<file path="config.mk">
export PLATFORM = sky130hd
export DESIGN_NAME = rx_trigger_fifo
export DESIGN_NICKNAME = d
export VERILOG_FILES = /design/src/rtl/rxq_pkg.sv /design/src/rtl/rxq_ring.sv /design/src/rtl/rxq_threshold.sv /design/src/rtl/rx_trigger_fifo.sv
export SDC_FILE = /design/constraint.sdc
export NUM_CORES = 1
export LEC_CHECK = 0
export ABC_CLOCK_PERIOD_IN_PS = 5200
export BUFFER_PORTS_ARGS = -buffer_cell sky130_fd_sc_hd__buf_2
export CELL_PAD_IN_SITES_DETAIL_PLACEMENT = 1
export CELL_PAD_IN_SITES_GLOBAL_PLACEMENT = 2
export CORE_MARGIN = 5
export CORE_UTILIZATION = 40
export DETAILED_ROUTE_END_ITERATION = 8
export PLACE_DENSITY_LB_ADDON = 0.1
export SLEW_MARGIN = 5
export SYNTH_ARGS = -nofsm -noshare
export SYNTH_HDL_FRONTEND = slang
export SYNTH_SLANG_ARGS = --single-unit
export TNS_END_PERCENT = 30
</file>
<file path="constraint.sdc">
create_clock -name clk -period 5.2 [get_ports clk]
set_clock_uncertainty 0.05 [all_clocks]
set_input_delay 1.04 -clock clk [delete_from_list [all_inputs] [get_ports clk]]
set_output_delay 1.04 -clock clk [all_outputs]
set_load 0.05 [all_outputs]
</file>
<file path="src/rtl/rxq_pkg.sv">
package rxq_pkg;

  typedef enum logic [1:0] {
    RA_CTRL = 2'd0,
    RA_QCTL = 2'd1,
    RA_STAT = 2'd2,
    RA_DATA = 2'd3
  } reg_addr_e;

  localparam int CTRL_RXEN  = 4;
  localparam int CTRL_RXIE  = 6;
  localparam int QCTL_FLUSH = 1;
  localparam int STAT_ACK   = 0;
  localparam int STAT_THR   = 1;
  localparam int STAT_BRK   = 4;

  // Threshold for a 2-bit selector, scaled from the queue depth.
  function automatic int thr_level(input logic [1:0] sel, input int depth);
    case (sel)
      2'd0:    return 1;
      2'd1:    return depth / 4;
      2'd2:    return depth / 2;
      default: return depth - 2;
    endcase
  endfunction

endpackage

</file>
<file path="src/rtl/rxq_ring.sv">
module rxq_ring #(
  parameter int DEPTH = 16,
  parameter int DW    = 8,
  parameter int CW    = $clog2(DEPTH + 1)
) (
  input  logic          clk,
  input  logic          rst,
  input  logic          push,
  input  logic          pop,
  input  logic          flush,
  input  logic [DW-1:0] wr_data,
  output logic [CW-1:0] level,
  output logic [DW-1:0] head_data
);
  localparam int AW = (DEPTH > 1) ? $clog2(DEPTH) : 1;
  localparam logic [AW-1:0] LAST = AW'(DEPTH - 1);

  logic [DW-1:0] mem [DEPTH];
  logic [AW-1:0] wr_ptr, rd_ptr;

  function automatic logic [AW-1:0] bump(input logic [AW-1:0] p);
    return (p == LAST) ? '0 : p + 1'b1;
  endfunction

  // Storage has no reset so it maps onto distributed or block RAM.
  always_ff @(posedge clk) begin
    if (push && !flush) mem[wr_ptr] <= wr_data;
  end

  always_ff @(posedge clk) begin
    if (rst || flush) begin
      wr_ptr <= '0;
      rd_ptr <= '0;
      level  <= '0;
    end else begin
      if (push) wr_ptr <= bump(wr_ptr);
      if (pop)  rd_ptr <= bump(rd_ptr);
      case ({push, pop})
        2'b10:   level <= level + 1'b1;
        2'b01:   level <= level - 1'b1;
        default: level <= level;
      endcase
    end
  end

  assign head_data = mem[rd_ptr];

  AST_RING_BOUND: assert property (@(posedge clk) disable iff (rst)
    level <= CW'(DEPTH));

endmodule

</file>
<file path="src/rtl/rxq_threshold.sv">
module rxq_threshold #(
  parameter int DEPTH = 16,
  parameter int CW    = $clog2(DEPTH + 1)
) (
  input  logic          clk,
  input  logic          rst,
  input  logic          load,
  input  logic [1:0]    sel_in,
  output logic [1:0]    sel,
  output logic [CW-1:0] thr
);
  always_ff @(posedge clk) begin
    if (rst)       sel <= 2'd0;
    else if (load) sel <= sel_in;
  end

  assign thr = CW'(rxq_pkg::thr_level(sel, DEPTH));

endmodule

</file>
<file path="src/rtl/rx_trigger_fifo.sv">
module rx_trigger_fifo #(
  parameter int DEPTH = 16,
  parameter int DW    = 8
) (
  input  logic          clk,
  input  logic          rst,
  input  logic [DW-1:0] rx_data,
  input  logic          rx_valid,
  input  logic          rx_break,
  input  logic [1:0]    bus_addr,
  input  logic          bus_wr,
  input  logic          bus_rd,
  input  logic [7:0]    bus_wdata,
  output logic [7:0]    bus_rdata,
  output logic          rx_irq
);
  import rxq_pkg::*;

  localparam int CW = $clog2(DEPTH + 1);
  localparam logic [CW-1:0] FULL = CW'(DEPTH);

  logic [7:0]    ctrl_q, ctrl_nx;
  logic          thr_flag, brk_flag;
  logic [CW-1:0] level, level_nx, thr;
  logic [1:0]    thr_sel;
  logic [DW-1:0] head_data;
  logic          wr_ctrl, wr_qctl, wr_stat, rd_data;
  logic          push, pop, flush, irq_clr;

  assign wr_ctrl = bus_wr && (bus_addr == RA_CTRL);
  assign wr_qctl = bus_wr && (bus_addr == RA_QCTL);
  assign wr_stat = bus_wr && (bus_addr == RA_STAT);
  assign rd_data = bus_rd && (bus_addr == RA_DATA);

  assign ctrl_nx = wr_ctrl ? bus_wdata : ctrl_q;
  assign flush   = wr_qctl && bus_wdata[QCTL_FLUSH];
  assign pop     = rd_data && (level != '0) && !flush;
  assign push    = rx_valid && ctrl_q[CTRL_RXEN] && (level < FULL) && !flush;

  assign level_nx = level + {{(CW-1){1'b0}}, push} - {{(CW-1){1'b0}}, pop};
  assign irq_clr  = (wr_ctrl && !bus_wdata[CTRL_RXIE]) ||
                    (wr_stat && (!bus_wdata[STAT_THR] || !bus_wdata[STAT_ACK]));

  rxq_ring #(.DEPTH(DEPTH), .DW(DW), .CW(CW)) i_ring (
    .clk(clk), .rst(rst), .push(push), .pop(pop), .flush(flush),
    .wr_data(rx_data), .level(level), .head_data(head_data)
  );

  rxq_threshold #(.DEPTH(DEPTH), .CW(CW)) i_thr (
    .clk(clk), .rst(rst), .load(wr_qctl), .sel_in(bus_wdata[7:6]),
    .sel(thr_sel), .thr(thr)
  );

  always_ff @(posedge clk) begin
    if (rst) ctrl_q <= '0;
    else     ctrl_q <= ctrl_nx;
  end

  // Threshold flag: arrival sets, drain below threshold or explicit write clears.
  always_ff @(posedge clk) begin
    if (rst || flush) begin
      thr_flag <= 1'b0;
    end else if (push && level_nx >= thr) begin
      thr_flag <= 1'b1;
    end else if ((pop && level_nx < thr) || (wr_stat && !bus_wdata[STAT_THR])) begin
      thr_flag <= 1'b0;
    end
  end

  always_ff @(posedge clk) begin
    if (rst)                                   brk_flag <= 1'b0;
    else if (rx_break)                         brk_flag <= 1'b1;
    else if (wr_stat && !bus_wdata[STAT_BRK])  brk_flag <= 1'b0;
  end

  always_ff @(posedge clk) begin
    if (rst)
      rx_irq <= 1'b0;
    else if (push && level_nx >= thr && ctrl_nx[CTRL_RXIE])
      rx_irq <= 1'b1;
    else if (irq_clr)
      rx_irq <= 1'b0;
  end

  always_ff @(posedge clk) begin
    if (rst) begin
      bus_rdata <= '0;
    end else if (bus_rd) begin
      case (bus_addr)
        RA_CTRL: bus_rdata <= ctrl_q;
        RA_QCTL: bus_rdata <= {thr_sel, 6'b0};
        RA_STAT: bus_rdata <= {3'b0, brk_flag, 2'b0, thr_flag, 1'b0};
        default: bus_rdata <= (level != '0) ? 8'(head_data) : 8'h00;
      endcase
    end
  end

  AST_FLUSH_EMPTY: assert property (@(posedge clk) disable iff (rst)
    flush |=> (level == '0 && !thr_flag));
  AST_FULL_DROP: assert property (@(posedge clk) disable iff (rst)
    (level == FULL && !rd_data && !flush) |=> level == FULL);
  AST_GATED_OFF: assert property (@(posedge clk) disable iff (rst)
    (!ctrl_q[CTRL_RXEN] && !rd_data && !flush) |=> level == $past(level));
  AST_EMPTY_READ: assert property (@(posedge clk) disable iff (rst)
    (rd_data && level == '0 && !push && !flush) |=> (level == '0 && bus_rdata == 8'h00));
  AST_CTRL_CLR: assert property (@(posedge clk) disable iff (rst)
    (wr_ctrl && !bus_wdata[CTRL_RXIE] && !push) |=> !rx_irq);
  AST_STAT_CLR: assert property (@(posedge clk) disable iff (rst)
    (wr_stat && !bus_wdata[STAT_THR] && !push) |=> (!rx_irq && !thr_flag));
  AST_BREAK_SET: assert property (@(posedge clk) disable iff (rst)
    rx_break |=> brk_flag);
  AST_PAIR_HOLD: assert property (@(posedge clk) disable iff (rst)
    (push && pop) |=> level == $past(level));

endmodule

</file>
* Word-level counts from Yosys, hierarchy flattened
Memory sizes are Yosys's and may differ from the RTL's. A register that Yosys moved wholly into a read port is not among the register bits. Cells that the tools add are included.
Operators by class: multiplexer cells 17, multipliers 0, add/subtract/negate cells 6, div/mod/pow operators 0, equal/unequal tests 9, reductions and logical operators 34, shifts and indexed selects 0, bitwise logic cells 0, order comparisons 3
Operators with widths (number):
- one-hot mux 8 bit (3 select lines) | 1
- logical AND 1 bit | 18
- two-way mux 4 bit | 4
- one-hot mux 4 bit (3 select lines) | 1
- one-hot mux 5 bit (2 select lines) | 1
- adder 4 x 1 -> 4 bit (second input constant) | 2
- equality test 2 bit (second input constant) | 4
- equality test 4 bit (second input constant) | 2
- two-way mux 1 bit | 8
- two-way mux 8 bit | 1
- nonzero test 2 bit | 4
- two-way mux 7 bit | 1
- equality test 2 x 1 -> 1 bit (second input constant) | 3
- adder 5 x 1 -> 5 bit | 1
- adder 5 x 1 -> 5 bit (second input constant) | 1
- >= comparator 5 bit | 1
- logical NOT 1 bit | 5
- < comparator 5 bit | 1
- < comparator 5 bit (second input constant) | 1
- nonzero test 5 bit | 1
- subtractor 5 x 1 -> 5 bit | 1
- subtractor 5 x 1 -> 5 bit (second input constant) | 1
- logical NOT 2 bit | 2
- logical OR 1 bit | 4
Storage, ports and cells: output and inout bits 9, memories 1, memory bits (writable) 128, bits in registers 34, latch bits 0, bits of input ports 24, ROM bits 0, logic and storage cells 80
Memory list:
- i_ring.mem | depth 16, bits a word 8, read ports 1, clocked after Yosys merged registers in 1, write ports 1, line rxq_ring.sv:18 | logic [DW-1:0] mem [DEPTH];

* Logic depth before layout (Yosys ltp)
Gate-level depths: netlist of run 1.
depth after elaboration 12, mapped depth 19, gate-level depth less buffers 18

* Hierarchy
A second synthesis of run 1 with hierarchy kept.
Second synthesis, totals: cells, all modules 469, area total of the unflattened synthesis 7154.4 µm²
By module, submodules not included:
- rxq_ring | sequential area each 4184.0 µm², cells an instance 311, times used 1, area an instance 5846.9 µm²
- rx_trigger_fifo | sequential area each 380.4 µm², cells an instance 146, times used 1, area an instance 1211.2 µm²
- rxq_threshold | sequential area each 40.0 µm², cells an instance 12, times used 1, area an instance 96.3 µm²

* Least setup slack after synthesis of run 1
Ideal clock, no wire load.
path kind input to register, start input bus_addr[1], end register rx_irq, required time 5.025 ns, stages 17, setup slack 0.858 ns, arrival time 4.167 ns, setup time 0.125 ns, buffers on the path 3, cells stage by stage buf_2 > nand4b_1 > and2_1 > clkbuf_1 > inv_1 > ha_1 > clkbuf_1 > inv_1 > ha_1 > fa_1 > xor2_1 > ha_1 > a21o_1 > a211oi_1 > nand2_1 > o21ai_0 > o21ai_0
Between the ends: cells in the longest elaborated chain, start to end 11, elaborated cells between the ends (all ways) 24, classes of those cells add/sub (2); order compare (1); eq/ne (3); mux (2); reduce/logical (16)
Ends and longest elaborated chain:
- start: declaration | line rx_trigger_fifo.sv:10 | input logic [1:0] bus_addr,
- equality test 2 x 1 -> 1 bit | line rx_trigger_fifo.sv:31 | assign wr_qctl = bus_wr && (bus_addr == RA_QCTL);
- logical AND 1 bit | line rx_trigger_fifo.sv:31
- logical AND 1 bit | line rx_trigger_fifo.sv:36 | assign flush = wr_qctl && bus_wdata[QCTL_FLUSH];
- logical NOT 1 bit | line rx_trigger_fifo.sv:37, rx_trigger_fifo.sv:38
- logical AND 1 bit | line rx_trigger_fifo.sv:38 | assign push = rx_valid && ctrl_q[CTRL_RXEN] && (level < FULL) && !flush;
- adder 5 x 1 -> 5 bit | line rx_trigger_fifo.sv:40 | assign level_nx = level + {{(CW-1){1'b0}}, push} - {{(CW-1){1'b0}}, pop};
- subtractor 5 x 1 -> 5 bit | line rx_trigger_fifo.sv:40
- >= comparator 5 bit | line rx_trigger_fifo.sv:79 | else if (push && level_nx >= thr && ctrl_nx[CTRL_RXIE])
- logical AND 1 bit (2 in series) | line rx_trigger_fifo.sv:79
- two-way mux 1 bit or nonzero test 2 bit (tied branches)
- end signal: assignment | line rx_trigger_fifo.sv:78 | rx_irq <= 1'b0;
- end signal: assignment | line rx_trigger_fifo.sv:80 | rx_irq <= 1'b1;
- end signal: assignment | line rx_trigger_fifo.sv:82 | rx_irq <= 1'b0;
- end: declaration | line rx_trigger_fifo.sv:15 | output logic rx_irq
Parallel ways exist; a longest one is shown, timed or not. A chain may end at the register's enable or synchronous reset.

* Worst setup path in the final report of run 1
start register i_ring.level[3], end register thr_flag
Between the ends: cells in the longest elaborated chain, start to end 9, elaborated cells between the ends (all ways) 15, classes of those cells add/sub (2); order compare (3); mux (1); reduce/logical (9)
Ends and longest elaborated chain:
- start: declaration | line rxq_ring.sv:12 | output logic [CW-1:0] level,
- start signal: assignment | line rxq_ring.sv:39 | 2'b10: level <= level + 1'b1;
- start signal: assignment | line rxq_ring.sv:40 | 2'b01: level <= level - 1'b1;
- start signal: assignment | line rxq_ring.sv:41 | default: level <= level;
- < comparator 5 bit | line rx_trigger_fifo.sv:38
- logical AND 1 bit (2 in series) | line rx_trigger_fifo.sv:38
- adder 5 x 1 -> 5 bit | line rx_trigger_fifo.sv:40
- subtractor 5 x 1 -> 5 bit | line rx_trigger_fifo.sv:40
- < comparator 5 bit | line rx_trigger_fifo.sv:65 | end else if ((pop && level_nx < thr) || (wr_stat && !bus_wdata[STAT_THR])) begin
- logical AND 1 bit | line rx_trigger_fifo.sv:65
- logical OR 1 bit | line rx_trigger_fifo.sv:65
- nonzero test 2 bit (no source line)
- end signal: assignment | line rx_trigger_fifo.sv:62 | thr_flag <= 1'b0;
- end signal: assignment | line rx_trigger_fifo.sv:64 | thr_flag <= 1'b1;
- end signal: assignment | line rx_trigger_fifo.sv:66 | thr_flag <= 1'b0;
- end: declaration | line rx_trigger_fifo.sv:23 | logic thr_flag, brk_flag;
Parallel ways exist; a longest one is shown, timed or not.

==> results.md, run 1 <==
* Number of synthesized flops with an enable pin at 128
* Worst-case reg-to-reg path depth at 17
* First DRT Iteration DRCs at 294
* Mean routed wirelength per cell at 22.0 um
* Power Dens Cells at 334 nW/um2
* Slowest CP cell: nor4b_1
* Least-Margin Pin Slew at 1.19 ns
* Fmax at 226 MHz
* Area of the die at 20700 um2
* Via count of the first global-routing pass at 4502
* Site Rows at 49
* Outcome: completed
* Initial core utilization at 0.402
* Worst ir drop on vdd at 223 uV
* Max Slew Vio Count at 0
* Clock sinks at 166
* Largest net degree at the start of global routing at 28
* Hold_sp: ctrl_q[1]
* Final Hold Fails at 0
* Die span in y at 144 um
* WL final at 17600 um
* Worst skew pair latency at 0.41 ns
* Buffers on Ports at 32
* GRT Total Usage at 0.180
* Vias per cell at 5.45
* Drt drc at 0
* GRT overflow at 0
* CP dominant cell by count: ha_1
* Worst Path Buf+Inv at 3
* Pre-CTS setup slack at 0.507 ns
* Layout cells sized above 1 at 0.140
* Clock transition at the registers of the reported paths at 0.07 ns
* Cells after Synth at 532
* CP Capture Type: flip-flop
* Leading area contributor after synthesis: edfxtp_1
* Critical Path AT at 4.65 ns
* Non-filler instance count after layout at 801
* Most common library cells after synthesis: edfxtp_1 (128), mux2i_1 (61), nand2_1 (45)
* Vias at 4362
* Main flop type after synthesis: edfxtp_1
* Critical path type: reg -> reg
* CTS buffer count at 17
* Top post-synthesis cells by area: edfxtp_1 (54%), dfxtp_1 (11%), mux2i_1 (8.5%)
* Post-Syn Area per Cell at 13.4 um2
* Drt pass-1 iters at 4
* Startpoint types: flip-flop
* Fraction of registers with async set/reset at 0
* Post_cts resized at 0
* Worst path cell trace: inv_1 > ha_1 > nor4b_1 > nor2_1 > nand2_1 > inv_1 > ha_1 > inv_1 > ha_1 > fa_1 > xor2_1 > ha_1 > a21o_1 > a211oi_1 > nand2_1 > o21ai_0 > a21oi_1
* Post-CTS Hold Buffers at 0
* Worst reg2reg startpoint: i_ring.level[3]
* First-pass GRT wire length at 27100 um
* P_leak at 2.68 nW
* Synthesized area at 7150 um2
* Top-count cell post-synth: edfxtp_1
* Gpl congestion at 0.775
* Crit path depth at 17
* Post-route clock period utilization at 0.852
* Final WS setup at 0.769 ns
* Max_slew headroom at 0.206
* Top cell type's share of synthesized area at 0.537
* Netlist cell types at 48
* Clock Path Buffers at 2
* Worst hold path depth at 2
* Min Hold Slack at 0.409 ns
* Final instance area at 8050 um2
* Endpoints failing setup at 0
* CTS tree: done
* Total power at 2.69 mW
* Final period demand of the worst path at 4.43 ns
* Seq cells post-synth at 166
* RSZ-0062 raised after global routing: false
* Max stage delay on crit path at 0.60 ns
* Net count after synthesis at 576
* Ys Warns at 0
* Final Net Count at 604
* Worst hold-check path type: reg -> reg
* CTS root buf: clkbuf_16
* I/O pin total at 33
* Post-CTS Setup Inserts at 0
* Sequential area share after synthesis at 0.644
* Dpl cells at 770
* Dpl hpwl at 12100 um
* N_diodes at 0
* Initial antenna violation count at 0
* Final setup TNS at 0 ns
* MaxCap Viol Count at 0
* Max H-tree Level at 4
* Die Wd at 144 um
* Area growth syn-to-layout at 12.6%
* Final ANT Viol Nets at 0
* Family with the most delay on the worst path: adder cells
* Worst Path Required at 5.42 ns
* CORE AREA at 17800 um2
* Worst Setup SP: i_ring.level[3]
* Placed Instance Area at 7500 um2
* Worst-path fanout max at 8
* Final core occ at 0.453
## report_power, final
group | switching [mW] | internal (mW)
Combinational | 0.0502 | 0.0236
Clock | 0.520 | 0.660
Sequential | 0.00530 | 1.43
Total | 0.576 | 2.11
## layout make-up
type	count	area, um2
clock inverter	14	129
multi-input combinational	324	2360
fill	1831	9730
inverter	16	60.1
sequential	166	4610
clock buffer	17	425
tap	229	287
timing repair buffer	35	183
## cells by family (layout without fill, tap and decap cells)
| family | Yosys count | after routing | share of synthesized area |
|---|---|---|---|
| AOI/OAI and AO/OA | 95 | 95 | 0.0834 |
| xor gates and xnor gates | 11 | 11 | 0.0135 |
| adders and majority gates | 20 | 20 | 0.0371 |
| buffers and inverters | 42 | 82 | 0.0287 |
| DFF | 166 | 166 | 0.644 |
| muxes | 70 | 70 | 0.110 |
| and+or+nand+nor | 128 | 128 | 0.0838 |
## layout by cell type, fill, tap and decap left out, types with 13 or more instances in the layout
cell type	instances
ha_1	18
edfxtp_1	128
nand2_1	45
clkbuf_16	17
buf_2	32
o21ai_0	13
dfxtp_1	37
mux2i_1	61
nor2_1	40
a21oi_1	33
inv_1	16
## worst reg2reg max path, delay by kind of cell (launching register included)
kind | cells | cell delay [ns]
and+or+nand+nor | 4 | 0.92
xor gates and xnor gates | 1 | 0.18
AOI/OAI and AO/OA | 4 | 0.89
buffers and inverters | 3 | 0.36
adders and majority gates | 5 | 1.55
DFF | 1 | 0.34
## registers in the layout, indices dropped and copies added, names as in the netlist, named ones only
| name | count |
|---|---|
| bus_rdata | 8 |
| i_ring.level | 5 |
| thr_flag | 1 |
| i_ring.wr_ptr | 4 |
| rx_irq | 1 |
| ctrl_q | 8 |
| i_ring.rd_ptr | 4 |
| i_ring.mem | 128 |
| i_thr.sel | 2 |
| brk_flag | 1 |
## per-layer routing
layer	part of all wire	GRT usage	up-vias	wire, um
met5	0	0	-	0
met4	0.0083	0.0436	0	147
li1	-	-	2046	-
met1	0.46	0.247	2222	8180
met2	0.49	0.293	82	8610
met3	0.038	0.0399	12	677
## path summary, 6_finish.rpt
kind,endpoint,slack [ns]
worst min-delay path,ctrl_q[1],0.41
worst max register to register,thr_flag,0.77
worst max-delay path,thr_flag,0.77
worst min register to register,ctrl_q[1],0.41
No activity file was read; power rests on OpenSTA's default activity.
==> run 2, diff against run 1 <==
RECOVER_POWER = 100   (was not set)
==> run 2 against run 1 <==
Effect of this change: the flow now finishes with violations (capacitance limit, slew limit); total power barely moved; final cell count unchanged; setup slack worse by 0.088 ns; routed wire length grew 0.32%; sequential cell count unchanged; worst hold slack about the same; global-route usage unchanged; combinational power fell by 2%; fmax decreased by 1.9%; highest routed layer unchanged; largest cell class unchanged; critical path depth shrank 2.
==> results.md, run 2 (synthesized netlist as in run 1, its figures left out) <==
* Clock Path Buffers at 2
* Critical Path AT at 4.75 ns
* Post-CTS Setup Inserts at 0
* Max H-tree Level at 4
* CTS tree: done
* Final core occ at 0.450
* Final Hold Fails at 0
* Final Net Count at 604
* Layout cells sized above 1 at 0.0979
* N_diodes at 0
* Drt pass-1 iters at 4
* CP Capture Type: flip-flop
* P_leak at 2.59 nW
* Dpl hpwl at 12100 um
* Initial core utilization at 0.402
* Clock sinks at 166
* Max Slew Vio Count at 36
* Final WS setup at 0.682 ns
* Non-filler instance count after layout at 801
* Pre-CTS setup slack at 0.507 ns
* RSZ-0062 raised after global routing: false
* Max stage delay on crit path at 0.45 ns
* Largest Register: i_ring.mem
* Buffers on Ports at 32
* Vias at 4328
* Worst ir drop on vdd at 228 uV
* CP dominant cell by count: ha_1
* Commonest non-fill, non-tap cell in the layout: edfxtp_1
* Outcome: finished with violations
* WL final at 17700 um
* Worst-path fanout max at 9
* GRT Total Usage at 0.180
* Final instance area at 8000 um2
* Area growth syn-to-layout at 11.9%
* MaxCap Viol Count at 4
* Fmax at 221 MHz
* Min Hold Slack at 0.409 ns
* Die Wd at 144 um
* Critical path type: in -> reg
* Via count of the first global-routing pass at 4502
* Regs by FF count: i_ring.mem (128), bus_rdata (8), ctrl_q (8)
* CTS buffer count at 17
* Vias per cell at 5.40
* R2R Setup Slk at 0.78 ns
* Gpl congestion at 0.775
* Initial antenna violation count at 0
* Final setup TNS at 0 ns
* Placed Instance Area at 7500 um2
* CTS root buf: clkbuf_16
* Die span in y at 144 um
* Mean routed wirelength per cell at 22.1 um
* I/O pin total at 33
* Largest net degree at the start of global routing at 28
* Dpl cells at 770
* CORE AREA at 17800 um2
* Total power at 2.69 mW
* Site Rows at 49
* Post-CTS Hold Buffers at 0
* Failing checks: capacitance limit, slew limit
* Worst hold-check path type: reg -> reg
* Final period demand of the worst path at 4.52 ns
* Final ANT Viol Nets at 0
* Endpoints failing setup at 0
* Worst path cell trace: clkbuf_1 > nand4b_1 > and2_0 > inv_1 > ha_1 > inv_1 > ha_1 > fa_1 > xor2_1 > ha_1 > a21o_1 > a211oi_1 > nand2_1 > o21ai_0 > a21oi_1
* Area of the die at 20700 um2
* Post-route clock period utilization at 0.869
* First DRT Iteration DRCs at 268
* Clock transition at the registers of the reported paths at 0.07 ns
* Power Dens Cells at 336 nW/um2
* Drt drc at 0
* First-pass GRT wire length at 27100 um
* Least-Margin Pin Slew at 1.78 ns
* Max_slew headroom at -0.197
* Worst skew pair latency at 0.42 ns
* Commonest cells after routing, fill and taps aside: edfxtp_1 (128), mux2i_1 (61), nand2_1 (45)
* Startpoint types: input port
* Max reg flops at 128
* Worst Path Required at 5.43 ns
* GRT overflow at 0
* Slowest CP cell: ha_1
* Post_cts resized at 0
-- run 2: report_power, final --
group / leakage, nW / internal, mW / switching [mW]
Sequential: 1.46 / 1.43 / 0.00533
Clock: 0.251 / 0.660 / 0.523
Combinational: 0.884 / 0.0224 / 0.0502
Total: 2.59 / 2.11 / 0.579
-- run 2: area by class of cell --
type | count | area, um2
Inverter | 16 | 60.1
Clock buffer | 17 | 425
Clock inverter | 14 | 129
Timing Repair Buffer | 35 | 154
Fill cell | 1833 | 9780
Tap cell | 229 | 287
Multi-Input combinational cell | 324 | 2340
Sequential cell | 166 | 4600
-- run 2: worst max-delay path: cells and delay by family --
kind | cells | cell delay (ns)
fa+ha+maj | 4 | 1.41
compound gates | 4 | 0.88
simple gates | 3 | 0.71
buf+inv | 3 | 0.53
xor+xnor | 1 | 0.18
-- run 2: worst paths after layout --
check | start | endpoint | cells past startpoint
worst max-delay path | bus_addr[1] | thr_flag | 15
worst min register to register | ctrl_q[1] | ctrl_q[1] | 2
worst max register to register | i_ring.level[3] | thr_flag | 17
worst min-delay path | ctrl_q[1] | ctrl_q[1] | 2
-- run 2: routing by layer --
layer / up-vias / global-route usage / share of wire
met5: - / 0 / 0
met4: 0 / 0.0436 / 0.0088
met3: 10 / 0.0399 / 0.038
met2: 73 / 0.293 / 0.49
met1: 2200 / 0.247 / 0.47
li1: 2045 / - / -
==> run 3, diff against run 2 <==
CTS_BUF_LIST = sky130_fd_sc_hd__clkbuf_4 sky130_fd_sc_hd__clkbuf_8   (was not set)
MAX_ROUTING_LAYER = met4   (was not set)
PLACE_DENSITY = 0.77   (was not set)
PLACE_DENSITY_LB_ADDON = not set   (was 0.1)
==> run 3 against run 2 <==
Effect of this change: the flow still finishes with violations (capacitance limit, slew limit); utilization fell by 0.96 points; setup slack got worse by 0.11 ns; largest cell class unchanged; final cell count is 0.25% higher; clock power shrank 23%.
==> results.md, run 3 (synthesized netlist as in run 1, its figures left out) <==
* Outcome: finished with violations
* Failing checks: capacitance limit, slew limit
* Worst skew pair latency at 0.46 ns
* R2R Setup Slk at 0.57 ns
* CTS root buf: clkbuf_8
* Post_cts resized at 0
* Area of the die at 20700 um2
* Power Dens Cells at 308 nW/um2
* Hold_sp: ctrl_q[0]
* Vias at 4325
* Final Hold Fails at 0
* First DRT Iteration DRCs at 199
* Family with the most delay on the worst path: buffers and inverters
* Max reg flops at 128
* R2r endpoint: bus_rdata[6]
* Die span in y at 144 um
* Buffers on Ports at 32
* Via count of the first global-routing pass at 4712
* CTS buffer count at 17
* Die Wd at 144 um
* Total power at 2.41 mW
* Post-CTS Setup Inserts at 0
* Clock transition at the registers of the reported paths at 0.09 ns
* Regs by FF count: i_ring.mem (128), bus_rdata (8), ctrl_q (8)
* Critical Path AT at 4.97 ns
* Worst hold path depth at 2
* Endpoints failing setup at 0
* Vias per cell at 5.39
* Worst Path Required at 5.54 ns
* GRT Total Usage at 0.181
* Site Rows at 49
* Met2 routed WL at 8740 um
* MaxCap Viol Count at 3
* Final period demand of the worst path at 4.63 ns
* Worst-path fanout max at 47
* Post-route clock period utilization at 0.890
* I/O pin total at 33
* P_leak at 2.54 nW
* Startpoint types: flip-flop
* Fill cells at 1855
* Slowest CP cell: clkbuf_1
* Worst hold-check path type: reg -> reg
* Worst-case reg-to-reg path depth at 6
* Post-CTS Hold Buffers at 0
* RSZ-0062 raised after global routing: false
* First-pass GRT wire length at 26700 um
* Max_slew headroom at -1.21
* CTS tree: done
* Critical path type: reg -> reg
* Clock Path Buffers at 2
* Top Layer Used: met4
* Max H-tree Level at 4
* Max stage delay on crit path at 2.39 ns
* Routed wl met3 at 842 um
* Dpl hpwl at 12000 um
* Worst ir drop on vdd at 155 uV
* Commonest non-fill, non-tap cell in the layout: edfxtp_1
* WL final at 17300 um
* N_diodes at 0
* Clock sinks at 166
* Least-Margin Pin Slew at 3.32 ns
* Fmax at 216 MHz
* Gpl congestion at 0.829
* Worst Path Buf+Inv at 1
* Commonest cells after routing, fill and taps aside: edfxtp_1 (128), mux2i_1 (61), nand2_1 (45)
* CORE AREA at 17800 um2
* CP Capture Type: flip-flop
* Drt pass-1 iters at 4
* Mean routed wirelength per cell at 21.5 um
* Drt drc at 0
* GRT overflow at 0
* Largest net degree at the start of global routing at 48
* Initial core utilization at 0.402
* Largest Register: i_ring.mem
* Initial antenna violation count at 0
* Max Slew Vio Count at 66
* Final ANT Viol Nets at 0
* Hold EP: ctrl_q[0]
* Area growth syn-to-layout at 9.48%
* Worst path cell trace: clkbuf_1 > mux2i_1 > a22o_1 > a2111oi_0 > a22oi_1 > o22ai_1
* WL met1 at 7320 um
* Crit path depth at 6
* Final setup TNS at 0 ns
* Layout cells sized above 1 at 0.0958
* Final Net Count at 605
run 3: worst max-delay path by stage:
stage / end / slack (ns) / from
2_1_floorplan: rx_irq / 0.86 / bus_addr[1]
3_3_place_gp: thr_flag / 0.68 / bus_addr[1]
3_5_place_dp: thr_flag / 0.54 / bus_addr[1]
4_1_cts: thr_flag / 0.82 / i_ring.level[2]
5_1_grt: bus_rdata[6] / 0.25 / flip-flop
6_report: bus_rdata[6] / 0.57 / flip-flop
run 3: area by class of cell:
class,instances,area [um2],area share
sequential,166,4600,0.588
clock inverter,9,88.8,0.0113
tap,229,287,0.0366
clock buffer,23,298,0.0380
multi-input combinational,324,2340,0.299
inverter,16,60.1,0.00767
timing repair buffer,36,156,0.0200
run 3: power by group:
group | switching, mW | internal (mW) | total, mW
clock | 0.466 | 0.437 | 0.903
combinational | 0.0497 | 0.0227 | 0.0724
sequential | 0.00485 | 1.43 | 1.43
run 3: worst reg2reg max path: cells and delay by family, from the launching register on:
family,cells,cell delay [ns]
multiplexers,1,0.31
buffers and inverters,1,2.39
AO/OA/AOI/OAI,4,1.02
flip-flops,1,0.80
run 3: metrics by stage:
| stage | cells | setup WS [ns] | hold WS [ns] | instance area [um2] | util |
|---|---|---|---|---|---|
| 5_1_grt | 803 | 0.247 | 0.450 | 7830 | 0.441 |
| 3_3_place_gp | 771 | 0.677 | 0.396 | 7500 | 0.422 |
| 3_5_place_dp | 771 | 0.541 | 0.402 | 7500 | 0.422 |
| 2_1_floorplan | 532 | 0.858 | 0.386 | 7150 | - |
| 4_1_cts | 803 | 0.822 | 0.415 | 7880 | 0.443 |
| 6_report | 803 | 0.572 | 0.412 | 7830 | 0.441 |
run 3: metal layers:
metal | vias up | global-route usage
met5 | - | -
met4 | 0 | 0.0654
met3 | 20 | 0.0323
met2 | 85 | 0.302
met1 | 2181 | 0.221
li1 | 2039 | -
